==> src/rtl/rx_len_mon.sv <==
module rx_len_mon #(
  parameter int BEAT_BYTES = 32,
  parameter int EMPTY_W    = 5,
  parameter int LEN_W      = 16
) (
  input  logic               clk,
  input  logic               rst,
  input  logic               in_valid,
  input  logic               in_sop,
  input  logic               in_eop,
  input  logic [EMPTY_W-1:0] in_empty,
  output logic [LEN_W-1:0]   pkt_len,
  output logic               pkt_done,
  output logic               err_dup_sop,
  output logic               err_orphan
);

  localparam logic [LEN_W-1:0] BEAT = LEN_W'(BEAT_BYTES);

  logic             open_q;
  logic [LEN_W-1:0] acc_q;
  logic             take;
  logic [LEN_W-1:0] base;
  logic [LEN_W-1:0] trim;
  logic [LEN_W-1:0] total;

  assign take  = in_valid & (in_sop | open_q);
  assign base  = in_sop ? '0 : acc_q;
  assign trim  = in_eop ? LEN_W'(in_empty) : '0;
  assign total = base + BEAT - trim;

  always_ff @(posedge clk) begin
    if (rst) begin
      open_q      <= 1'b0;
      acc_q       <= '0;
      pkt_len     <= '0;
      pkt_done    <= 1'b0;
      err_dup_sop <= 1'b0;
      err_orphan  <= 1'b0;
    end else begin
      pkt_done    <= take & in_eop;
      err_dup_sop <= in_valid & in_sop & open_q;
      err_orphan  <= in_valid & ~in_sop & ~open_q;
      if (take) begin
        if (in_eop) begin
          pkt_len <= total;
          acc_q   <= '0;
          open_q  <= 1'b0;
        end else begin
          acc_q   <= total;
          open_q  <= 1'b1;
        end
      end
    end
  end

  assert_quiet_gap_R3: assert property (@(posedge clk) disable iff (rst)
    !in_valid |=> !pkt_done && !err_dup_sop && !err_orphan);

  assert_single_beat_R4: assert property (@(posedge clk) disable iff (rst)
    in_valid && in_sop && in_eop |=> pkt_done && pkt_len == BEAT - LEN_W'($past(in_empty)));

  assert_done_after_eop_R6: assert property (@(posedge clk) disable iff (rst)
    pkt_done |-> $past(in_valid && in_eop));

  assert_len_held_R6: assert property (@(posedge clk) disable iff (rst)
    !pkt_done |-> $stable(pkt_len));

  assert_orphan_no_done_R8: assert property (@(posedge clk) disable iff (rst)
    err_orphan |-> !pkt_done && !err_dup_sop);

endmodule

==> config.mk <==
export PLATFORM = sky130hd
export DESIGN_NAME = rx_len_mon
export DESIGN_NICKNAME = d
export VERILOG_FILES = /design/src/rtl/rx_len_mon.sv
export SDC_FILE = /design/constraint.sdc
export NUM_CORES = 1
export LEC_CHECK = 0
export BUFFER_PORTS_ARGS = -buffer_cell sky130_fd_sc_hd__clkbuf_2
export CAP_MARGIN = 10
export CORE_MARGIN = 2
export CORE_UTILIZATION = 55
export DETAILED_ROUTE_END_ITERATION = 10
export MAX_ROUTING_LAYER = met4
export PLACE_DENSITY = 0.76
export SLEW_MARGIN = 25
export SYNTH_ARGS = -nofsm -noshare
export SYNTH_HDL_FRONTEND = slang
export SYNTH_SLANG_ARGS = --single-unit
==> constraint.sdc <==
create_clock -name clk -period 4.2 [get_ports clk]
set_input_delay 0.84 -clock clk [delete_from_list [all_inputs] [get_ports clk]]
set_output_delay 0.84 -clock clk [all_outputs]
set_load 0.01 [all_outputs]
Yosys cells after proc, flatten, opt, wreduce, memory -nomap -nowiden --
Cells that the tools add are included.
Cells by class: reductions and logical operators 1, muxes and demuxes 4, add/sub/neg operators 2, bitwise gates (word level) 9
Operator list (count):
- $mux 16 | 2
- $add 16x6->16 const B | 1
- $sub 16x5->16 | 1
- $and 1x1->1 | 6
- $mux 5 | 1
- $not 1->1 | 2
- $reduce_and 2->1 | 1
- $mux 1 | 1
- $or 1x1->1 | 1
Word-level totals: word-level logic and storage cells 22, bits of input ports 10, flip-flop bits (word level) 36, output and inout port bits 19

Logic depth before layout (Yosys ltp) --
Gate-level depths: netlist of the first run.
depth in word-level cells 4, gate-level depth with buffers 12, mapped depth without buffers 10

Worst setup path after synthesis of the first run --
No wires, ideal clock.
path kind input-to-reg, start point input in_sop, end point register pkt_len[15], buffers on the path 2, path slack 0.777 ns, arrival time 3.299 ns, data required time 4.076 ns, library setup time 0.124 ns, cell stages on the path 11, cells stage by stage buf_2 clkbuf_1 nor2b_1 ha_1 ha_1 fa_1 a211oi_1 o211ai_2 a31oi_1 and4_1 nor3_1
On the way: cells in the longest elaborated chain, start to end 3, elaborated cells on any way between the ends 6, classes of those cells add/sub: 2; mux: 1; bitwise: 2; reduce/logical: 1
RTL lines:
- from (decl) | line 9 | input logic in_sop,
- $mux 16 or $or 1x1->1 (tied branches) | line 28, 27
- $add 16x6->16 or $and 1x1->1 (tied branches) | line 30, 27
- $sub 16x5->16 or $reduce_and 2->1 (tied branches)
- to (signal assigned) | line 46 | pkt_len <= total;
- to (decl) | line 12 | output logic [LEN_W-1:0] pkt_len,
Parallel ways exist; a longest one is shown, timed or not. A chain may end at the register's enable or synchronous reset.

Final worst setup path of the first run --
Ends and elaborated chain as after synthesis.

==> qor_table.md, run 1 <==
| Group | Item | This run |
|:---|:---|:---|
| run status | Run status | completed |
| timing | Time the worst path needs with I/O delays and setup | 3.39 ns |
| synthesis | Average size of a mapped cell | 8.05 um^2 |
| synthesis | Post-synthesis mux area share | 0.435% |
| clocking | Buffer cell driving the clock tree root | clkbuf_8 |
| finish | Post-Layout Inst Area | 2550 um^2 |
| drt | Average wire per standard cell | 15.3 um |
| grt | Maximum number of pins on one net before global-route repair | 28 |
| timing | Unrepaired setup endpoints after global routing | no |
| timing | Measured slew at the worst slew-check pin | 0.795 ns |
| timing | Total of endpoints with negative setup slack in the final report | 0 |
| synthesis | Portion of synthesized cell area occupied by the leading cell type | 31.3% |
| run | Total of max-cap violations | 0 |
| grt | Antenna violations before repair | 0 |
| finish | Top library cells by usage in the layout, fill and taps aside | dfxtp_1, nand2_1, clkbuf_2 |
| synthesis | Compound-Gate Fraction of Synth Area | 21.0% |
| critical path | Startpoint class of the critical path | primary input |
| drt | Vias after detailed routing | 2130 |
| synthesis | XOR/XNOR Fraction of Synth Area | 2.66% |
| synthesis | Number of enable-type register cells in the synthesized netlist | 0 |
| power | Sequential power share | 46.9% |
| grt | Total congestion overflow | 0 |
| timing | Fin Hold WS | 0.453 ns |
| synthesis | Number of different library cells in the post-synthesis netlist | 51 |
| critical path | Worst EP arrival | 3.57 ns |
| critical path | Biggest cell delay along the critical path | 0.51 ns |
| synthesis | Most used flip-flop cell after synthesis | dfxtp_1 |
| synthesis | Largest cells by area after synthesis | dfxtp_1, ha_1, a21oi_1 |
| critical path | Highest-delay cell along the critical path | a31oi_1 |
| critical path | Crit path buf inv count | 1 |
| grt | Number of global-route vias before repair | 1971 |
| synthesis | Gate Count Post-Synth | 286 |
| timing | Slew HR | 46.6% |
| timing | Count of final hold-check violations | 0 |
| synthesis | Cell taking the most area after synthesis | dfxtp_1 |
| synthesis | Share of async-settable or async-resettable flops after synthesis | 0% |
| clocking | Post-CTS setup buffer count | 0 |
| clocking | Clock latency of the later-clocked register in the worst-skew pair | 0.30 ns |
| grt | First-pass GRT wire length | 9140 um |
| clocking | Clock transition at the registers of the reported paths | 0.08 ns |
| finish | Commonest non-fill, non-tap cell in the layout | dfxtp_1 |
| power | Power density relative to cell area | 295 nW/um^2 |
| timing | Minimum setup slack in the final design | 0.815 ns |
| timing | Fin crit share | 80.6% |
| place | DPL Wire Length | 3750 um |
| drt | Met2 Wirelength | 2480 um |
| grt | Aggregate global-route resource usage | 26.7% |
| floorplan | Initial core utilization | 57.1% |
| synthesis | Largest family of logic cells by synthesized area | simple AND/OR/NAND/NOR gates |
| critical path | Dominant delay contributor by cell family on the critical path | compound AO/OA/AOI/OAI gates |
| critical path | Required @ worst endpoint | 4.38 ns |
| finish | N_diodes | 0 |
| drt | Drt initial violations | 171 |
| finish | Total number of nets in the final design | 335 |
| place | Area after detailed placement | 2440 um^2 |
| floorplan | Io pins | 29 |
| clocking | Quantity of gates resized following cts | 0 |
| power | Gate power share | 11.9% |
| clocking | CTS max path bufs | 2 |
| floorplan | Die W | 68.7 um |
| power | Switching Power | 194 uW |
| power | Internal Power | 558 uW |
| synthesis | Simple logic cell fraction of the synthesized area | 28.1% |
| drt | Number of nets still failing antenna checks after routing | 0 |
| critical path | Dominant cell type by count on the critical path | ha_1 |
| critical path | Setup crit end kind | flip-flop |
| clocking | Count of hold buffers inserted by post-cts repair | 0 |
| timing | Achievable frequency | 295 MHz |
| critical path | Largest fanout on the critical path | 22 |
| drt | Number of remaining DRC errors | 0 |
| critical path | Series of cell instances along the critical path | clkbuf_2 -> nor2b_1 -> ha_1 -> ha_1 -> fa_1 -> a211oi_1 -> o211ai_2 -> a31oi_1 -> and4_1 -> nor3_1 |
| clocking | Level count of the clock H-tree | 2 |
| clocking | Number of clock sinks seen by CTS | 36 |
| finish | Finished Core Util | 63.2% |
| synthesis | Synth Cell Area | 2300 um^2 |
| drt | Highest metal layer with signal wires | met4 |
| power | Overall Power | 752 uW |
| timing | Clock Skews | 0.00701 ns |
| drt | Mean number of vias per cell | 5.98 |
| power | VDD IR-drop max | 0.241 mV |
| critical path | Category of the critical setup timing path | primary input to flip-flop |
| timing | Final slew viol count | 0 |
| synthesis | Yosys reg bits | 36 |
| finish | Count of placed standard cells in the final layout, fillers left out | 356 |
| drt | Wire length on met1 | 2530 um |
| clocking | TritonCTS clock tree | built |
| clocking | Number of buffers created by CTS | 5 |
| place | Cell count after placement | 348 |
| drt | Drt pass-1 iters | 4 |
| synthesis | Fraction of the yosys area taken by sequential cells | 31.3% |
| finish | Number of filler instances in the final layout | 380 |
| floorplan | Die area | 4720 um^2 |
| min path | Class of the tightest hold or removal check | flip-flop to flip-flop |
| synthesis | Nets in the synthesized netlist | 316 |
| place | Pre-CTS WS | 0.568 ns |
| floorplan | Core ar. | 4030 um^2 |
| synthesis | Post-synthesis share of cell area spent on full adders, half adders and majority gates | 11.2% |
| power | Clock group share of total power | 41.3% |
| place | Number of I/O port buffers | 28 |
| timing | Setup TNS | 0 ns |
| synthesis | Yosys synthesis warning count | 0 |
| floorplan | Height of the die | 68.7 um |
| power | Static Leakage | 1.10 nW |
| drt | Final WL | 5450 um |
| power | Switching power as a share of total power | 25.8% |
| finish | Share of final-layout standard cells stronger than drive strength 1 | 14.7% |
| finish | Synth-to-Final Area Change | 10.7% |
| floorplan | Floorplan row count | 23 |
| place | Gpl congestion | 0.900 |
| drt | Met3 Routed Length | 357 um |
==> cell usage after synthesis, drive strengths merged, types with 7 or more instances <==
cell type,number
a21oi,24
nor3,11
ha,19
dfxtp,36
nand2,30
buf,7
inv,12
nand3,16
nor2,17
nor2b,8
nand2b,7
clkbuf,10
o21ai,11
==> worst register-to-register path: stages (launching register included) <==
cell and delay, ns:
dfxtp_1 0.31, nor2b_1 0.12, ha_1 0.29, ha_1 0.23, fa_1 0.42, a211oi_1 0.30, o211ai_2 0.17, a31oi_1 0.51
and4_1 0.28, nor3_1 0.06
==> cell families after synthesis <==
group,count (synthesis)
AOI/OAI and AO/OA,70
and+or+nand+nor,123
DFF,36
buffers and inverters,29
adders and majority gates,20
xor gates and xnor gates,7
muxes,1
==> power groups by stage <==
stage / clock [mW] / combinational [mW] / sequential, mW
final: 0.310 / 0.0892 / 0.352
after global routing: 0.325 / 0.0996 / 0.354
after CTS: 0.312 / 0.0886 / 0.353
after detailed placement: 0 / 0.0871 / 0.361
after global placement: 0 / 0.0862 / 0.360
after floorplan: 0 / 0.0603 / 0.363
==> flip-flops by register name (all words and copies together) (netlist names) <==
register,flops
err_orphan,1
acc_q,16
open_q,1
err_dup_sop,1
pkt_len,16
pkt_done,1
==> cell type report <==
cell class | count | area [um^2] | area share [%]
flip-flops and latches | 36 | 721 | 28.3
repair buffers | 29 | 148 | 5.80
clock buffers | 5 | 68.8 | 2.70
clock inverters | 3 | 42.5 | 1.67
inverters | 12 | 45.0 | 1.77
well taps | 50 | 62.6 | 2.46
multi-input cells | 221 | 1460 | 57.3
==> final timing paths <==
check | start | endpoint | slack, ns | cells after the start
min | pkt_len[6]$_SDFFE_PP0P_ | pkt_len[6]$_SDFFE_PP0P_ | 0.45 | 2
max | in_sop | pkt_len[15]$_SDFFE_PP0P_ | 0.81 | 10
max reg2reg | acc_q[1]$_SDFFE_PP0P_ | pkt_len[15]$_SDFFE_PP0P_ | 1.39 | 9
min reg2reg | pkt_len[6]$_SDFFE_PP0P_ | pkt_len[6]$_SDFFE_PP0P_ | 0.45 | 2
==> per-layer routing <==
metal  vias to the layer above  global-route usage (%)
met2                        62                    40.9
met4                         0                    10.0
met1                       984                    35.8
li1                       1074                       -
met3                        10                    3.73
met5                         -                       -
(Power assumes the default switching activity.)
==> run 2: changes to the inputs <==
ABC_AREA = 1   (was default)
CORE_UTILIZATION = 52   (was 55)
clock period = 3.1 ns   (was 4.2 ns; I/O delays follow)
==> run 2 against run 1 <==
First-iteration DRC count decreased by 39%. Non-clock buffer count unchanged. Sequential power increased by 38%. Cell count increased by 20%. Global-route usage decreased by 3.0 points. Critical path depth increased by 5. Clock skew decreased by 0.0030 ns. Cell area increased by 1.1%. Worst setup slack got worse by 0.21 ns. Clock-buffer cell count increased by 2. Critical path type unchanged. Critical endpoint unchanged. Largest cell class unchanged. Highest routed layer unchanged.
==> qor_table.md, run 2 <==
| Group | Item | This run | Delta |
|:---|:---|:---|:---|
| critical path | Worst Reg-to-Reg Cells | 15 | +6 |
| critical path | Largest fanout on the critical path | 9 | -59% |
| finish | Synth-to-Final Area Change | 9.99% |  |
| drt | Number of nets still failing antenna checks after routing | 0 | unchanged |
| min path | Hold depth | 2 | unchanged |
| place | DPL Wire Length | 3950 um | +5.4% |
| clocking | Clock transition at the registers of the reported paths | 0.07 ns | about the same |
| finish | Sequential standard cell area | 721 um^2 | unchanged |
| synthesis | Portion of synthesized cell area occupied by the leading cell type | 30.8% | -0.54 points |
| timing | Measured slew at the worst slew-check pin | 0.530 ns | -0.265 ns |
| critical path | Category of the critical setup timing path | primary input to flip-flop |  |
| synthesis | Average size of a mapped cell | 6.69 um^2 | -17% |
| grt | Number of global-route vias before repair | 2061 | +4.6% |
| floorplan | Floorplan row count | 24 | +4.3% |
| clocking | Buffer cell driving the clock tree root | clkbuf_8 |  |
| floorplan | Core ar. | 4350 um^2 | +8.1% |
| place | Number of I/O port buffers | 28 | unchanged |
| synthesis | Most frequent cell after synthesis | nand2_1 |  |
| floorplan | Initial core utilization | 53.8% | -3.3 points |
| synthesis | Top cell types by occurrence after synthesis | nand2_1, inv_1, dfxtp_1, a21oi_1, nor2_1 |  |
| finish | N_diodes | 0 | unchanged |
| clocking | Level count of the clock H-tree | 2 | unchanged |
| synthesis | Gate Count Post-Synth | 350 | +22% |
| floorplan | Io pins | 29 | unchanged |
| synthesis | Share of async-settable or async-resettable flops after synthesis | 0% | unchanged |
| critical path | Highest-delay cell along the critical path | fa_1 |  |
| clocking | Count of hold buffers inserted by post-cts repair | 0 | unchanged |
| timing | Time the worst path needs with I/O delays and setup | 2.50 ns |  |
| synthesis | Cell taking the most area after synthesis | dfxtp_1 |  |
| drt | Average wire per standard cell | 12.4 um | -19% |
| clocking | Quantity of gates resized following cts | 0 | unchanged |
| finish | Share of final-layout standard cells stronger than drive strength 1 | 12.8% | -1.9 points |
| critical path | Worst EP arrival | 2.68 ns | -0.89 ns |
| finish | Total number of nets in the final design | 405 | +21% |
| place | Cell count after placement | 420 | +21% |
| run status | Run status | completed |  |
| clocking | CTS max path bufs | 2 | unchanged |
| grt | Maximum number of pins on one net before global-route repair | 24 | -14% |
| timing | Final slew viol count | 0 | unchanged |
| finish | Registers with the most flip-flops | acc_q: 16 flops, pkt_len: 16 flops |  |
| grt | Antenna violations before repair | 0 | unchanged |
| synthesis | XOR/XNOR Fraction of Synth Area | 2.62% | -0.046 points |
| finish | Top library cells by usage in the layout, fill and taps aside | nand2_1, inv_1, dfxtp_1 |  |
| timing | Fin crit share | 80.5% |  |
| grt | Total congestion overflow | 0 | unchanged |
| synthesis | Post-synthesis mux area share | 0% | -0.43 points |
| grt | Aggregate global-route resource usage | 23.7% | -3.0 points |
| drt | Drt initial violations | 105 | -39% |
| clocking | Clock latency of the later-clocked register in the worst-skew pair | 0.29 ns | about the same |
| critical path | Setup slack of the worst register-to-register path | 0.87 ns | -0.52 ns |
| timing | Achievable frequency | 401 MHz |  |
| critical path | Biggest cell delay along the critical path | 0.40 ns | -0.11 ns |
| critical path | Reg2Reg Launch Point | acc_q[1]$_SDFFE_PP0P_ |  |
| floorplan | Die W | 71.1 um | +3.5% |
| power | Static Leakage | 1.40 nW | +27% |
| synthesis | Yosys synthesis warning count | 0 | unchanged |
| synthesis | Number of different library cells in the post-synthesis netlist | 30 | -41% |
| synthesis | Most used flip-flop cell after synthesis | dfxtp_1 |  |
| synthesis | Nets in the synthesized netlist | 380 | +20% |
| clocking | TritonCTS clock tree | built |  |
| synthesis | Compound-Gate Fraction of Synth Area | 12.4% | -8.6 points |
| synthesis | Largest cells by area after synthesis | dfxtp_1, nand2_1, ha_1 |  |
| floorplan | Height of the die | 71.1 um | +3.5% |
| finish | Post-Layout Inst Area | 2580 um^2 | +1.1% |
| finish | Number of filler instances in the final layout | 405 | +6.6% |
| clocking | Number of clock sinks seen by CTS | 36 | unchanged |
| critical path | Dominant cell type by count on the critical path | nand2_1 |  |
| timing | Count of final hold-check violations | 0 | unchanged |
| min path | Class of the tightest hold or removal check | flip-flop to flip-flop |  |
| critical path | Required @ worst endpoint | 3.29 ns | -1.09 ns |
| grt | First-pass GRT wire length | 9380 um | +2.6% |
| power | Power density relative to cell area | 385 nW/um^2 | +30% |
| synthesis | Synth Cell Area | 2340 um^2 | +1.7% |
| critical path | Setup crit end kind | flip-flop |  |
| synthesis | Fraction of the yosys area taken by sequential cells | 30.8% | -0.54 points |
| critical path | Critical R2R Capture | pkt_len[15]$_SDFFE_PP0P_ |  |
| critical path | CP startpoint | in_sop |  |
| drt | Vias after detailed routing | 2165 | +1.6% |
| timing | Slew HR | 64.7% | +18 points |
| clocking | Number of buffers created by CTS | 5 | unchanged |
| synthesis | Largest family of logic cells by synthesized area | simple AND/OR/NAND/NOR gates |  |
| timing | Clock Skews | 0.00406 ns | -0.00295 ns |
| synthesis | Post-synthesis share of cell area spent on full adders, half adders and majority gates | 11.0% | -0.19 points |
| finish | Commonest non-fill, non-tap cell in the layout | nand2_1 |  |
| timing | Unrepaired setup endpoints after global routing | no |  |
| finish | Finished Core Util | 59.2% | -4.1 points |
| place | Area after detailed placement | 2480 um^2 | +1.8% |
| timing | Total of endpoints with negative setup slack in the final report | 0 | unchanged |
| power | VDD IR-drop max | 0.312 mV | +29% |
| critical path | Startpoint class of the critical path | primary input |  |
| run | Total of max-cap violations | 0 | unchanged |
| finish | Area taken by multi-input logic gates | 1310 um^2 | -10% |
| finish | Count of placed standard cells in the final layout, fillers left out | 427 | +20% |
| timing | Fin Hold WS | 0.463 ns | +0.0102 ns |
| timing | Setup TNS | 0 ns | unchanged |
| drt | Final WL | 5290 um | -2.9% |
| min path | Hold wc startpoint | pkt_len[3]$_SDFFE_PP0P_ |  |
| floorplan | Die area | 5060 um^2 | +7.2% |
| synthesis | Yosys reg bits | 36 | unchanged |
| drt | Drt pass-1 iters | 4 | unchanged |
| synthesis | Number of enable-type register cells in the synthesized netlist | 0 | unchanged |
| drt | Number of remaining DRC errors | 0 | unchanged |
| critical path | Last element of the critical path | pkt_len[15]$_SDFFE_PP0P_ |  |
| clocking | Post-CTS setup buffer count | 0 | unchanged |
| synthesis | Simple logic cell fraction of the synthesized area | 30.0% | +1.9 points |
| drt | Mean number of vias per cell | 5.07 | -15% |
| critical path | Series of cell instances along the critical path | clkbuf_2 -> nor2_1 -> ha_1 -> ha_1 -> fa_1 -> nand2_1 -> nand2_1 -> nand3b_1 -> nand2_1 -> nand2_1 -> nand2_1 -> nand2_1 -> nand2_1 -> o21bai_1 -> inv_1 |  |
| place | Gpl congestion | 0.876 | -2.7% |
[run 2: kinds of logic after synthesis]
family | after synthesis
compound gates | 50
xor+xnor | 7
fa+ha+maj | 20
buf+inv | 72
flops | 36
simple gates | 165
[run 2: worst min-delay path by stage]
stage                                          to  slack, ns
final                     pkt_len[3]$_SDFFE_PP0P_       0.46
after global routing        acc_q[4]$_SDFFE_PP0P_       0.48
after CTS                 pkt_len[3]$_SDFFE_PP0P_       0.47
after detailed placement  pkt_len[3]$_SDFFE_PP0P_       0.46
after global placement      acc_q[2]$_SDFFE_PP0P_       0.45
after floorplan             acc_q[3]$_SDFFE_PP0P_       0.44
[run 2: cell type report]
cell class,count,share of cell area (%)
Tap cell,52,2.53
Sequential cell,36,28.0
Clock buffer,7,3.74
Inverter,61,9.08
Timing Repair Buffer,29,5.73
Multi-Input combinational cell,242,50.9
[run 2: per-stage QoR]
step | worst slack, ns | power, mW
2_1_floorplan | 0.458 | 0.592
3_3_place_gp | 0.365 | 0.628
3_5_place_dp | 0.302 | 0.631
4_1_cts | 0.597 | 0.990
5_1_grt | 0.371 | 1.02
6_report | 0.604 | 0.991
[run 2: critical path, delay by kind of cell]
family | cells | cell delay [ns]
AO/OA/AOI/OAI | 1 | 0.13
adder cells (fa/ha/maj) | 3 | 0.90
buffers and inverters | 2 | 0.31
AND/OR/NAND/NOR | 9 | 0.70
[run 2: where the power goes]
group          switching, mW  internal [mW]  total [mW]
Clock                  0.170          0.198       0.369
Combinational         0.0879         0.0473       0.135
Sequential           0.00811          0.479       0.487
Total                  0.267          0.724       0.991
[run 2: metal layers]
metal  GRT usage [%]  routed length [um]  up-vias
li1                -                   -     1135
met5               -                   0        -
met1            32.5                2660      968
met2            36.7                2270       54
met4            6.50                  80        0
met3            3.56                 271        8
